$ cat config.mk
export PLATFORM = sky130hd
export DESIGN_NAME = rr_index_arbiter
export DESIGN_NICKNAME = d
export VERILOG_FILES = /design/src/rtl/rr_arb_pkg.sv /design/src/rtl/rr_rotate_right.sv /design/src/rtl/rr_lowest_set.sv /design/src/rtl/rr_wrap_add.sv /design/src/rtl/rr_index_arbiter.sv
export SDC_FILE = /design/constraint.sdc
export NUM_CORES = 1
export LEC_CHECK = 0
export BUFFER_PORTS_ARGS = -buffer_cell sky130_fd_sc_hd__buf_2
export CAP_MARGIN = 10
export CORE_MARGIN = 4
export CORE_UTILIZATION = 45
export CTS_CLUSTER_DIAMETER = 80
export DETAILED_ROUTE_END_ITERATION = 8
export PLACE_DENSITY = 0.7
export SLEW_MARGIN = 25
export SYNTH_ARGS = -nofsm -noshare
export SYNTH_HDL_FRONTEND = slang
export SYNTH_HIERARCHICAL = 1
export SYNTH_SLANG_ARGS = --single-unit
$ cat constraint.sdc
create_clock -name clk -period 3.7 [get_ports clk]
set_input_delay 0.555 -clock clk [delete_from_list [all_inputs] [get_ports clk]]
set_output_delay 0.555 -clock clk [all_outputs]
set_load 0.05 [all_outputs]
$ cat src/rtl/rr_arb_pkg.sv
`timescale 1ns/1ps
package rr_arb_pkg;

   // Index width for a requester count; never below one bit.
   function automatic int unsigned idx_width(input int unsigned n);
      return (n < 2) ? 1 : $clog2(n);
   endfunction

   function automatic bit is_pow2(input int unsigned n);
      return (n != 0) && ((n & (n - 1)) == 0);
   endfunction

endpackage

$ cat src/rtl/rr_rotate_right.sv
`timescale 1ns/1ps
module rr_rotate_right
   import rr_arb_pkg::*;
#(
   parameter int unsigned WIDTH = 8,
   localparam int unsigned SH_W = idx_width(WIDTH)
) (
   input  logic [WIDTH-1:0] vec_in,
   input  logic [SH_W-1:0]  amount,
   output logic [WIDTH-1:0] vec_out
);

   logic [2*WIDTH-1:0] doubled;

   assign doubled = {vec_in, vec_in};
   assign vec_out = WIDTH'(doubled >> amount);

endmodule

$ cat src/rtl/rr_lowest_set.sv
`timescale 1ns/1ps
module rr_lowest_set
   import rr_arb_pkg::*;
#(
   parameter int unsigned WIDTH = 8,
   localparam int unsigned IW = idx_width(WIDTH)
) (
   input  logic [WIDTH-1:0] vec,
   output logic [IW-1:0]    idx,
   output logic             found
);

   always_comb begin
      idx = '0;
      for (int i = WIDTH - 1; i >= 0; i--) begin
         if (vec[i]) idx = IW'(i);
      end
   end

   assign found = |vec;

   // the offset picked is a set bit with nothing set below it
   always_comb begin
      if (found) begin
         a_r5_offset_is_set: assert (vec[idx]);
         a_r5_offset_is_lowest: assert ((vec & ((WIDTH'(1) << idx) - WIDTH'(1))) == '0);
      end
   end

endmodule

$ cat src/rtl/rr_wrap_add.sv
`timescale 1ns/1ps
module rr_wrap_add
   import rr_arb_pkg::*;
#(
   parameter int unsigned MODULUS = 8,
   localparam int unsigned W = idx_width(MODULUS)
) (
   input  logic [W-1:0] lhs,
   input  logic [W-1:0] rhs,
   output logic [W-1:0] sum
);

   generate
      if (is_pow2(MODULUS)) begin : g_pow2
         // natural overflow of a W-bit adder is the modulo
         assign sum = lhs + rhs;
      end else begin : g_cmp
         localparam logic [W:0] MOD_V = (W+1)'(MODULUS);
         logic [W:0] raw;
         assign raw = {1'b0, lhs} + {1'b0, rhs};
         assign sum = (raw >= MOD_V) ? W'(raw - MOD_V) : raw[W-1:0];
      end
   endgenerate

endmodule

$ cat src/rtl/rr_index_arbiter.sv
`timescale 1ns/1ps
module rr_index_arbiter
   import rr_arb_pkg::*;
#(
   parameter int unsigned NUM_REQ = 8,
   localparam int unsigned IDX_W = idx_width(NUM_REQ)
) (
   input  logic               clk,
   input  logic               rst_n,
   input  logic [NUM_REQ-1:0] req_vec,
   input  logic               advance,
   output logic [IDX_W-1:0]   grant_idx
);

   localparam logic [IDX_W:0] REQ_CNT = (IDX_W+1)'(NUM_REQ);

   generate
      if (NUM_REQ < 2) begin : g_bad_count
         $error("rr_index_arbiter: NUM_REQ must be at least 2 (R8)");
      end
   endgenerate

   logic [IDX_W-1:0]   grant_q;
   logic [IDX_W-1:0]   start_idx;
   logic [IDX_W-1:0]   offset_idx;
   logic [IDX_W-1:0]   next_idx;
   logic [NUM_REQ-1:0] rotated;
   logic               any_req;

   // search begins one place above the holder
   rr_wrap_add #(.MODULUS(NUM_REQ)) u_start (
      .lhs (grant_q),
      .rhs (IDX_W'(1)),
      .sum (start_idx)
   );

   rr_rotate_right #(.WIDTH(NUM_REQ)) u_rot (
      .vec_in  (req_vec),
      .amount  (start_idx),
      .vec_out (rotated)
   );

   rr_lowest_set #(.WIDTH(NUM_REQ)) u_find (
      .vec   (rotated),
      .idx   (offset_idx),
      .found (any_req)
   );

   rr_wrap_add #(.MODULUS(NUM_REQ)) u_next (
      .lhs (start_idx),
      .rhs (offset_idx),
      .sum (next_idx)
   );

   always_ff @(posedge clk or negedge rst_n) begin
      if (!rst_n)                 grant_q <= '0;
      else if (advance && any_req) grant_q <= next_idx;
   end

   assign grant_idx = grant_q;

   // ---------------- assertions ----------------
   logic [NUM_REQ-1:0] req_prev;
   always_ff @(posedge clk or negedge rst_n) begin
      if (!rst_n) req_prev <= '0;
      else        req_prev <= req_vec;
   end

   a_r1_index_in_range: assert property (@(posedge clk) disable iff (!rst_n)
      {1'b0, grant_idx} < REQ_CNT);

   a_r3_hold_without_strobe: assert property (@(posedge clk) disable iff (!rst_n)
      !advance |=> $stable(grant_idx));

   a_r4_hold_when_idle: assert property (@(posedge clk) disable iff (!rst_n)
      (advance && req_vec == '0) |=> $stable(grant_idx));

   a_r5_leaves_holder: assert property (@(posedge clk) disable iff (!rst_n)
      (advance && |(req_vec & ~(NUM_REQ'(1) << grant_idx))) |=> !$stable(grant_idx));

   a_r6_sole_holder_kept: assert property (@(posedge clk) disable iff (!rst_n)
      (advance && req_vec == (NUM_REQ'(1) << grant_idx)) |=> $stable(grant_idx));

   a_r7_grant_was_requested: assert property (@(posedge clk) disable iff (!rst_n)
      (advance && req_vec != '0) |=> req_prev[grant_idx]);

endmodule

==> flow_summary.yaml <==
worst_setup_path:
  worst-r2r-cell-count: 13
  startpoint_type: "register"
  path_max_fanout: 8
  slowest_delay_ns: 0.52
  rr_startpoint: "grant_idx[0]"
  crit_chain: "ha_2 -> fa_2 -> xor3_1 -> buf_6 -> mux4_2 -> mux2_2 -> nor2b_1 -> o21bai_1 -> o41ai_2 -> ha_2 -> fa_2 -> xor3_1 -> mux2_4"
  rrSetupSlack_ns: 0.14
  r2r-end: "grant_idx[2]"
  crit_required_ns: 3.81
  cp_slowest_cell: "mux4_2"
  crit_type: "reg2reg"
  arrival_ns: 3.68
  endpoint_kind: "register"
yosys:
  syn_area_um2: 654.4
  yosysWarningCount: 6
  yosys-top-cells-area: "mux4_1 32%, mux2_2 14%, dfrtp_1 11%"
  synthAdderAreaFrac: 0.09943
  synth_cell_types: 22
  avgSynthCellArea_um2: 13.92
  synth_cells: 47
  synth_top_area_cell: "mux4_1"
  yosysTopAreaCellShare: 0.3212
  synthSimpleGateAreaFrac: 0.07648
  synth_compound_area_frac: 0.05163
  seq_area_frac_synth: 0.1147
  synth_xor_area_frac: 0.07266
  synth_seq_cells: 3
  synth_top_family_by_area: "multiplexers"
  synth_mux_area_frac: 0.5277
route:
  drtPass1Iterations: 4
  drt_iter0_drc: 11
  routedWlPerCell_um: 14.92
  wl_mm: 1.373
  vias_per_cell: 5.620
  vias: 517
  drc_errors: 0
  ant_nets: 0
worst_hold_path:
  min_path_type: "in2async"
sta:
  fin_ws_ns: 0.1351
  finalMaxSlewViolations: 0
  fin_crit_sh: 0.9635
  period_needed_ns: 3.565
  finalHoldWorstSlack_ns: 0.1062
  hold_viol: 0
  max_freq_mhz: 280.5
  rsz0062_at_grt: "no"
  setup_violations: 0
  skew_ns: 0.004825
cts:
  worstSkewPairLatency_ns: 0.24
  cts_made_buffers: 3
  cts_sinks: 3
  cts_tree: "done"
  htreeDepth: 1
  clk_pin_slew_ns: 0.04
  clockBufferDepth: 2
  clockRootBuffer: "clkbuf_4"
floorplan:
  initial_utilization: 0.4906
  io_pins: 14
  die_x_um: 46.14
  rows: 13
  die_h_um: 46.14
  core-area_um2: 1334
  die-area_um2: 2128
grt:
  antenna_found_initial: 0
  grt-ovfl-total: 0
  grt_pass1_vias: 550
  grt_pass1_wl_mm: 2.283
  track_usage: 0.1548
  grt_max_degree: 10
layout:
  largest_reg_flops: 3
  mostFrequentLayoutCell: "buf_4"
  final_cell_mix: "14 x buf_4, 13 x buf_2, 7 x mux2_2, 6 x mux4_2, 4 x mux2_4"
  area.growth.synth_to_final_pct: 33.08
  n_antenna_cell: 0
  drive_above_1_share: 0.7403
  final_area_um2: 870.8
  n_fill_cell: 115
  finalNetCount: 93
place:
  portBuffers: 13
  dpl.hpwl_mm: 1.040
  gp_congestion: 0.6782
  placed_area_um2: 814.5
  pre_cts_ws_ns: -0.1913
flow_run:
  drv_cap: 0
run_status:
  outcome: "finished clean"
==> worst max-delay path, delay by kind of cell, from the launching register on <==
kind	cells	cell delay (ns)
multiplexers	3	1.08
adder cells (fa/ha/maj)	4	1.05
flip-flops	1	0.40
XOR/XNOR	2	0.39
AO/OA/AOI/OAI	2	0.23
buffers and inverters	1	0.15
AND/OR/NAND/NOR	1	0.13
==> cells by family (layout without fill, tap and decap cells) <==
kind of cell    Yosys count  count (layout)
xor+xnor                  2               2
fa+ha+maj                 4               4
mux                      19              19
other cells               2               3
buf+inv                   4              33
simple gates              8               8
compound gates            5               5
flops                     3               3
==> cells in the mapped netlist <==
cell type	number
mux2_4	3
and3b_1	1
dfrtp_1	3
fa_1	2
inv_1	1
xor3_1	2
mux4_1	8
conb_1	2
a21oi_1	1
nor2b_1	1
buf_1	1
o21bai_1	1
a21boi_0	1
mux2_2	8
nor4_2	1
nor2_1	3
nand3_1	1
nand2_2	1
o21ai_0	1
buf_6	2
o41ai_1	1
ha_1	2
==> layout make-up <==
class | count | area (um2) | share of cell area
Clock buffer | 4 | 26.28 | 0.03017
Inverter | 1 | 3.754 | 0.004310
Multi-Input combinational cell | 41 | 564.3 | 0.6480
Sequential cell | 3 | 76.32 | 0.08764
Tap cell | 15 | 18.77 | 0.02155
Timing Repair Buffer | 28 | 181.4 | 0.2083
==> metal layers <==
metal | vias to the layer above | GRT usage | part of all wire
li1 | 245 | - | -
met1 | 260 | 0.1861 | 0.42
met2 | 12 | 0.2665 | 0.54
met3 | 0 | 0.03906 | 0.042
met4 | 0 | 0.05114 | 0
met5 | - | 0 | 0
==> metrics by stage <==
| stage | cells | TNS (ns) | utilization |
|---|---|---|---|
| final | 92 | 0 | 0.6529 |
| after detailed placement | 86 | -0.3481 | 0.6107 |
| after CTS | 91 | 0 | 0.6379 |
| after global routing | 92 | 0 | 0.6529 |
| after floorplan | 48 | 0 | - |
| after global placement | 86 | -0.2744 | 0.6107 |
==> worst max path at each step <==
stage / startpoint / endpoint / slack (ns) / cells past startpoint
5_1_grt: grant_idx[0] / grant_idx[2] / 0.05 / 13
3_3_place_gp: grant_idx[0] / grant_idx[2] / -0.15 / 13
2_1_floorplan: grant_idx[0] / grant_idx[2] / 0.11 / 11
6_report: grant_idx[0] / grant_idx[2] / 0.14 / 13
3_5_place_dp: grant_idx[0] / grant_idx[2] / -0.19 / 13
4_1_cts: grant_idx[0] / grant_idx[2] / 0.0006 / 13
==> what timing repair did <==
action	CTS	global route
hold endpoints to repair	0	0
setup buffers	1	1
hold buffers	0	0
gates resized for setup	7	9
pin swaps	2	0
endpoints found under the setup margin	2	2
Power is left out: the tool's default activity adds up to more than one toggle a clock period on the data nets, which glitch-free logic cannot reach.
